==> src/rtl/ripple_eqt_pkg.sv <==
package ripple_eqt_pkg;

    // Sequencer states
    typedef enum logic [2:0] {
        ST_ARM  = 3'd0,   // waiting for a period start
        ST_WAIT = 3'd1,   // counting toward the slot offset
        ST_CONV = 3'd2,   // one-cycle convert strobe
        ST_DATA = 3'd3,   // waiting for the converter result
        ST_HOLD = 3'd4    // vector complete, frozen until acknowledged
    } eqt_state_t;

endpackage

==> src/rtl/eqt_offset_gen.sv <==
// Divider-free offset tracker.
// tgt_q holds i*P for the pending slot i.
// run_q holds c*K for the current cycle count c within the period.
// The slot fires in the cycle c at which (c+1)*K > i*P, i.e. c = floor(i*P/K).
module eqt_offset_gen #(
    parameter int PER_W = 16,
    parameter int KW    = 5
) (
    input  logic             clk,
    input  logic             rst_n,
    input  logic [PER_W-1:0] per_len,
    input  logic [KW-1:0]    k_cnt,
    input  logic             tgt_clr,
    input  logic             tgt_adv,
    input  logic             run_first,
    input  logic             run_step,
    output logic             hit_first,
    output logic             hit_run
);
    localparam int AW  = PER_W + KW;
    localparam int AW1 = AW + 1;

    logic [AW-1:0] tgt_q;
    logic [AW-1:0] run_q;
    logic [AW-1:0] per_ext;
    logic [AW-1:0] k_ext;

    assign per_ext = AW'(per_len);
    assign k_ext   = AW'(k_cnt);

    always_ff @(posedge clk or negedge rst_n) begin
        if (!rst_n) begin
            tgt_q <= '0;
            run_q <= '0;
        end else begin
            if (tgt_clr) begin
                tgt_q <= '0;
            end else if (tgt_adv) begin
                tgt_q <= tgt_q + per_ext;
            end
            if (run_first) begin
                run_q <= k_ext;
            end else if (run_step) begin
                run_q <= run_q + k_ext;
            end
        end
    end

    // Offset zero check for the pulse cycle itself (c = 0)
    assign hit_first = k_ext > tgt_q;
    // Offset check for cycles c >= 1 while counting
    assign hit_run   = (AW1'(run_q) + AW1'(k_ext)) > AW1'(tgt_q);

endmodule

==> src/rtl/eqt_ctrl.sv <==
module eqt_ctrl
    import ripple_eqt_pkg::*;
#(
    parameter int IDX_W = 4,
    parameter int KW    = 5
) (
    input  logic             clk,
    input  logic             rst_n,
    input  logic             period_start,
    input  logic             abort,
    input  logic             adc_valid,
    input  logic             consume_ack,
    input  logic [KW-1:0]    k_cnt,
    input  logic             hit_first,
    input  logic             hit_run,
    output eqt_state_t       state_o,
    output logic [IDX_W-1:0] slot_o,
    output logic             tgt_clr,
    output logic             tgt_adv,
    output logic             run_first,
    output logic             run_step,
    output logic             capture,
    output logic             capture_last,
    output logic             early_err
);
    eqt_state_t       state_q, state_n;
    logic [IDX_W-1:0] slot_q, slot_n;
    logic             is_last;

    assign is_last = (KW'(slot_q) + KW'(1)) == k_cnt;

    // State register
    always_ff @(posedge clk or negedge rst_n) begin
        if (!rst_n) begin
            state_q <= ST_ARM;
            slot_q  <= '0;
        end else begin
            state_q <= state_n;
            slot_q  <= slot_n;
        end
    end

    // Next state and strobes
    always_comb begin
        state_n      = state_q;
        slot_n       = slot_q;
        tgt_clr      = 1'b0;
        tgt_adv      = 1'b0;
        run_first    = 1'b0;
        run_step     = 1'b0;
        capture      = 1'b0;
        capture_last = 1'b0;
        early_err    = 1'b0;
        unique case (state_q)
            ST_ARM: begin
                if (abort) begin
                    slot_n  = '0;
                    tgt_clr = 1'b1;
                end else if (period_start) begin
                    // start
                    if (hit_first) begin
                        state_n = ST_CONV;
                    end else begin
                        run_first = 1'b1;
                        state_n   = ST_WAIT;
                    end
                end
            end
            ST_WAIT: begin
                if (abort || period_start) begin
                    // restart; an early period start also flags an error
                    early_err = !abort;
                    slot_n    = '0;
                    tgt_clr   = 1'b1;
                    state_n   = ST_ARM;
                end else if (hit_run) begin
                    // hit
                    state_n = ST_CONV;
                end else begin
                    run_step = 1'b1;
                end
            end
            ST_CONV: begin
                if (abort) begin
                    slot_n  = '0;
                    tgt_clr = 1'b1;
                    state_n = ST_ARM;
                end else begin
                    // issue
                    state_n = ST_DATA;
                end
            end
            ST_DATA: begin
                if (abort) begin
                    slot_n  = '0;
                    tgt_clr = 1'b1;
                    state_n = ST_ARM;
                end else if (adc_valid) begin
                    capture = 1'b1;
                    if (is_last) begin
                        // finish
                        capture_last = 1'b1;
                        state_n      = ST_HOLD;
                    end else begin
                        // store
                        slot_n  = slot_q + 1'b1;
                        tgt_adv = 1'b1;
                        state_n = ST_ARM;
                    end
                end
            end
            ST_HOLD: begin
                if (consume_ack) begin
                    // release
                    slot_n  = '0;
                    tgt_clr = 1'b1;
                    state_n = ST_ARM;
                end
            end
            default: begin
                state_n = ST_ARM;
            end
        endcase
    end

    assign state_o = state_q;
    assign slot_o  = slot_q;

endmodule

==> src/rtl/eqt_capture.sv <==
// Registered outputs: buffer write port, completion flag, error flag.
module eqt_capture #(
    parameter int IDX_W  = 4,
    parameter int DATA_W = 12
) (
    input  logic              clk,
    input  logic              rst_n,
    input  logic              capture,
    input  logic              capture_last,
    input  logic              early_err,
    input  logic [IDX_W-1:0]  slot,
    input  logic [DATA_W-1:0] adc_data,
    output logic              buf_we,
    output logic [IDX_W-1:0]  buf_addr,
    output logic [DATA_W-1:0] buf_wdata,
    output logic              vec_ready,
    output logic              seq_err
);
    logic last_q;

    always_ff @(posedge clk or negedge rst_n) begin
        if (!rst_n) begin
            buf_we    <= 1'b0;
            buf_addr  <= '0;
            buf_wdata <= '0;
            last_q    <= 1'b0;
            vec_ready <= 1'b0;
            seq_err   <= 1'b0;
        end else begin
            buf_we    <= capture;
            last_q    <= capture_last;
            vec_ready <= last_q;
            seq_err   <= early_err;
            if (capture) begin
                buf_addr  <= slot;
                buf_wdata <= adc_data;
            end
        end
    end

endmodule

==> src/rtl/ripple_eqt_seq.sv <==
module ripple_eqt_seq
    import ripple_eqt_pkg::*;
#(
    parameter int PER_W     = 16,
    parameter int MAX_SLOTS = 16,
    parameter int DATA_W    = 12,
    localparam int IDX_W    = $clog2(MAX_SLOTS),
    localparam int KW       = $clog2(MAX_SLOTS + 1)
) (
    input  logic              clk,
    input  logic              rst_n,
    input  logic              period_start,
    input  logic [PER_W-1:0]  period_len,
    input  logic [KW-1:0]     slot_count,
    input  logic              abort,
    input  logic [DATA_W-1:0] adc_data,
    input  logic              adc_valid,
    input  logic              consume_ack,
    output logic              conv_req,
    output logic [IDX_W-1:0]  slot_idx,
    output logic              buf_we,
    output logic [IDX_W-1:0]  buf_addr,
    output logic [DATA_W-1:0] buf_wdata,
    output logic              vec_ready,
    output logic              seq_err
);
    eqt_state_t state;
    logic       tgt_clr, tgt_adv, run_first, run_step;
    logic       hit_first, hit_run;
    logic       capture, capture_last, early_err;

    eqt_offset_gen #(
        .PER_W (PER_W),
        .KW    (KW)
    ) offset_i (
        .clk       (clk),
        .rst_n     (rst_n),
        .per_len   (period_len),
        .k_cnt     (slot_count),
        .tgt_clr   (tgt_clr),
        .tgt_adv   (tgt_adv),
        .run_first (run_first),
        .run_step  (run_step),
        .hit_first (hit_first),
        .hit_run   (hit_run)
    );

    eqt_ctrl #(
        .IDX_W (IDX_W),
        .KW    (KW)
    ) ctrl_i (
        .clk          (clk),
        .rst_n        (rst_n),
        .period_start (period_start),
        .abort        (abort),
        .adc_valid    (adc_valid),
        .consume_ack  (consume_ack),
        .k_cnt        (slot_count),
        .hit_first    (hit_first),
        .hit_run      (hit_run),
        .state_o      (state),
        .slot_o       (slot_idx),
        .tgt_clr      (tgt_clr),
        .tgt_adv      (tgt_adv),
        .run_first    (run_first),
        .run_step     (run_step),
        .capture      (capture),
        .capture_last (capture_last),
        .early_err    (early_err)
    );

    eqt_capture #(
        .IDX_W  (IDX_W),
        .DATA_W (DATA_W)
    ) cap_i (
        .clk          (clk),
        .rst_n        (rst_n),
        .capture      (capture),
        .capture_last (capture_last),
        .early_err    (early_err),
        .slot         (slot_idx),
        .adc_data     (adc_data),
        .buf_we       (buf_we),
        .buf_addr     (buf_addr),
        .buf_wdata    (buf_wdata),
        .vec_ready    (vec_ready),
        .seq_err      (seq_err)
    );

    assign conv_req = (state == ST_CONV);

endmodule

==> config.mk <==
export PLATFORM = sky130hd
export DESIGN_NAME = ripple_eqt_seq
export DESIGN_NICKNAME = d
export VERILOG_FILES = /design/src/rtl/ripple_eqt_pkg.sv /design/src/rtl/eqt_offset_gen.sv /design/src/rtl/eqt_ctrl.sv /design/src/rtl/eqt_capture.sv /design/src/rtl/ripple_eqt_seq.sv
export SDC_FILE = /design/constraint.sdc
export NUM_CORES = 1
export LEC_CHECK = 0
export CORE_MARGIN = 3
export CORE_UTILIZATION = 58
export CTS_BUF_LIST = sky130_fd_sc_hd__clkbuf_4 sky130_fd_sc_hd__clkbuf_8
export CTS_CLUSTER_DIAMETER = 30
export DETAILED_ROUTE_END_ITERATION = 6
export PLACE_DENSITY = 0.84
export REMOVE_ABC_BUFFERS = 1
export SLEW_MARGIN = 20
export SYNTH_ARGS = -nofsm -noshare
export SYNTH_HDL_FRONTEND = slang
export SYNTH_SLANG_ARGS = --single-unit
==> constraint.sdc <==
create_clock -name clk -period 4.3 [get_ports clk]
set_input_delay 0.86 -clock clk [delete_from_list [all_inputs] [get_ports clk]]
set_output_delay 0.86 -clock clk [all_outputs]
set_load 0.01 [all_outputs]
==> key figures <==
Run status
  – Status: finished clean

Floorplanning
  – Die area: 10000 um2
  – Starting Density: 61.1%
  – I/O Pins: 63
  – Die Span X: 100 um
  – Die Ht: 100 um
  – Row count: 33
  – Core region area: 8420 um2

Timing
  – Slew Limit Fails: 0
  – Final number of hold-violating endpoints: 0
  – Normalized max-slew margin: 51.4%
  – Final setup vio count: 0
  – Measured slew at the worst slew-check pin: 0.723 ns
  – Tcrit/Tclk final: 97.7%
  – Final Skew: 0.0103 ns
  – TNS Setup: 0 ns
  – Minimum clock period: 4.20 ns
  – Worst hold margin: 0.357 ns
  – Worst Setup Slack, final: 0.0989 ns
  – FMAX: 0.238 GHz

CTS
  – CTS Buffer Depth: 2
  – Worst skew pair latency: 0.36 ns
  – Htree depth: 3
  – CTS sink cnt: 69
  – TritonCTS Buffers: 9
  – Cts hold-fix bufs: 0
  – Reg clk slew, reported paths: 0.08 ns
  – CTS tree: built
  – Root buffer cell: clkbuf_8

Logic synthesis
  – Simple-Gate Fraction of Synth Area: 23.0%
  – Syn_area_per_cell: 8.64 um2
  – Cells after Synth: 595
  – Synth top cells by count: nand2_1 (84), dfrtp_1 (69), ha_1 (48), inv_1 (40), nand3_1 (37)
  – Cell accounting for the most synthesized area: dfrtp_1
  – Synth Area in Adders: 12.5%
  – Top cells by area, synth: dfrtp_1 (34%), ha_1 (12%), nand2_1 (6.1%)
  – Top-count cell post-synth: nand2_1
  – Register area share after synthesis: 33.6%
  – Synth Area in XOR/XNOR: 4.60%
  – Complex-gate fraction of the synthesized area: 18.3%
  – Mux contribution to synthesized area: 3.33%
  – Mapped Area: 5140 um2
  – Unique cell type count in the Yosys netlist: 59
  – Post-synthesis register bit count: 69
  – Share of the synthesized area in the top cell type: 33.6%
  – Post-synth top flop: dfrtp_1
  – Ys async rst share: 100%
  – Number of flops mapped to enable cells by yosys: 0
  – Yosys Warn Count: 0
  – Largest family of logic cells by synthesized area: simple AND/OR/NAND/NOR gates

Place
  – Pre-CTS worst setup slack: -0.621 ns
  – Final GP Congestion: 0.948
  – Hpwl dp: 10300 um
  – Inst Count DP: 780
  – I/O Buffers: 62
  – Placed cell areas: 6110 um2

Finish
  – Synthesis-to-layout area growth: 28.1%
  – Non-filler cells, final: 808
  – ANT cells: 0
  – Share of post-route cells with drive strength above 1: 16.2%
  – Core Util, Final: 78.2%
  – Post-route cell area: 6590 um2
  – Nets: 787

Detailed routing
  – DR pass1 iterations: 7
  – Routed Antenna Nets: 0
  – Final WL: 14500 um
  – Initial drt markers: 441
  – Vias per cell: 6.19
  – DR WL/cell: 18.0 um
  – # DRC: 0
  – Via Count: 5004

Power
  – Clock power frac: 20.3%
  – Combinational share of power: 49.6%
  – Final Power: 2.75 mW
  – Leakage: 3.02 nW
  – P_int: 1.66 mW
  – Power Dens Cells: 418 nW/um2
  – Peak supply drop: 0.000277 V
  – Net switching power: 1.09 mW
  – Switching Share: 39.7%
  – Share of total power in sequential cells: 30.1%

Global routing
  – Pin count of the biggest net entering global routing: 41
  – Total Routing Usage GR: 28.6%
  – Global-route wire length before repair: 23000 um
  – Vias in the first global route: 4962
  – Grt ovf: 0
  – Initial antenna violation count: 0

Setup path
  – Worst setup SP type: input port
  – Reg2Reg Capture Point: offset_i.run_q[5]
  – Critical path required time: 4.54 ns
  – Critical path class: in -> reg
  – Reg2reg path depth: 17
  – Reg-to-Reg Start: offset_i.run_q[0]
  – CP Max Fanout: 6
  – CP Capture Type: flip-flop
  – R2R Setup Slk: 0.38 ns
  – Arr. time, crit path: 4.44 ns

Hold path
  – Worst hold endpoint: cap_i.vec_ready
  – Min-delay src: cap_i.last_q
  – Hold Path Class: reg -> reg
  – WHS Path Cells: 0

Run
  – Max-cap violation count: 0
[final cells by class]
class,count,area (um2)
Clock buffer,9,124
Clock inverter,7,75.1
Fill cell,551,1840
Inverter,40,150
Multi-Input combinational cell,466,3360
Sequential cell,69,1730
Tap cell,105,131
Timing Repair Buffer,112,1020
[flip-flops by register name (all words and copies together) (netlist names)]
name	flops
offset_i.tgt_q	21
cap_i.seq_err	1
cap_i.last_q	1
cap_i.buf_wdata	12
ctrl_i.state_o	3
cap_i.buf_addr	4
ctrl_i.slot_o	4
offset_i.run_q	21
cap_i.vec_ready	1
cap_i.buf_we	1
[metal layers]
layer	vias to the layer above	routed length (um)	GRT usage, %
met4	0	468	13.3
met5	-	0	0
met3	41	828	3.82
met2	191	7130	47.7
li1	2376	-	-
met1	2396	6090	36.8
[logic make-up (layout without fill, tap and decap cells)]
kind of cell             Yosys count  in the layout
multiplexers                      16             16
XOR/XNOR                          27             27
flip-flops                        69             69
AO/OA/AOI/OAI                    136            137
adder cells (fa/ha/maj)           50             50
buffers and inverters             62            168
AND/OR/NAND/NOR                  235            236
[cell usage in the layout, fill, tap and decap left out, types with 3 or more instances in the layout]
cell,count
nand2_1,83
dfrtp_1,69
clkdlybuf4s50_1,56
buf_4,45
ha_1,43
inv_1,40
nand3_1,36
a21oi_1,31
o21ai_0,28
nor3_1,20
nor2_1,19
xnor2_1,18
a21o_1,13
nor4_1,13
nand4_1,12
a221o_1,11
and2_1,10
xor2_1,9
mux2_2,9
clkbuf_8,9
and3_1,8
mux2i_1,7
a211oi_1,7
or3_1,6
o31ai_1,5
nand3b_1,4
o211ai_1,4
ha_4,4
buf_6,4
nor3b_1,3
nor3_2,3
nor2b_1,3
a31oi_1,3
or2_2,3
clkinv_4,3
[worst max-delay path by stage]
stage / start / end / depth (start not counted)
5_1_grt: slot_count[1] / offset_i.run_q[0] / 18
4_1_cts: slot_count[3] / offset_i.run_q[5] / 15
3_3_place_gp: slot_count[0] / offset_i.run_q[5] / 17
6_report: slot_count[1] / offset_i.run_q[5] / 17
3_5_place_dp: slot_count[0] / offset_i.run_q[5] / 16
2_1_floorplan: slot_count[0] / offset_i.run_q[5] / 15
[timing repair]
item | in CTS | in global routing
gates cloned | 2 | 0
pin swaps | 11 | 12
resized for setup | 18 | 24
buffers inserted | 4 | 6
setup endpoints to repair | 22 | 23
[power groups by stage]
| stage | registers [mW] | logic, mW | clock network, mW |
|---|---|---|---|
| 6_report | 0.828 | 1.37 | 0.557 |
| 5_1_grt | 0.838 | 1.47 | 0.578 |
| 4_1_cts | 0.820 | 1.25 | 0.558 |
| 3_5_place_dp | 0.830 | 1.09 | 0 |
| 3_3_place_gp | 0.824 | 1.05 | 0 |
| 2_1_floorplan | 0.847 | 0.586 | 0 |
[worst max-delay path: stages]
cell	delay (ns)
dlygate4sd2_1	0.33
fa_2	0.27
a21o_1	0.17
a21oi_4	0.08
buf_4	0.14
o21ba_4	0.20
or4_4	0.50
nand2b_4	0.10
ha_4	0.14
nand4_1	0.10
buf_4	0.17
nor4_4	0.27
buf_4	0.15
a21o_1	0.15
o211ai_4	0.15
o21a_4	0.31
a221o_1	0.36
No activity file was read; power rests on OpenSTA's default activity.
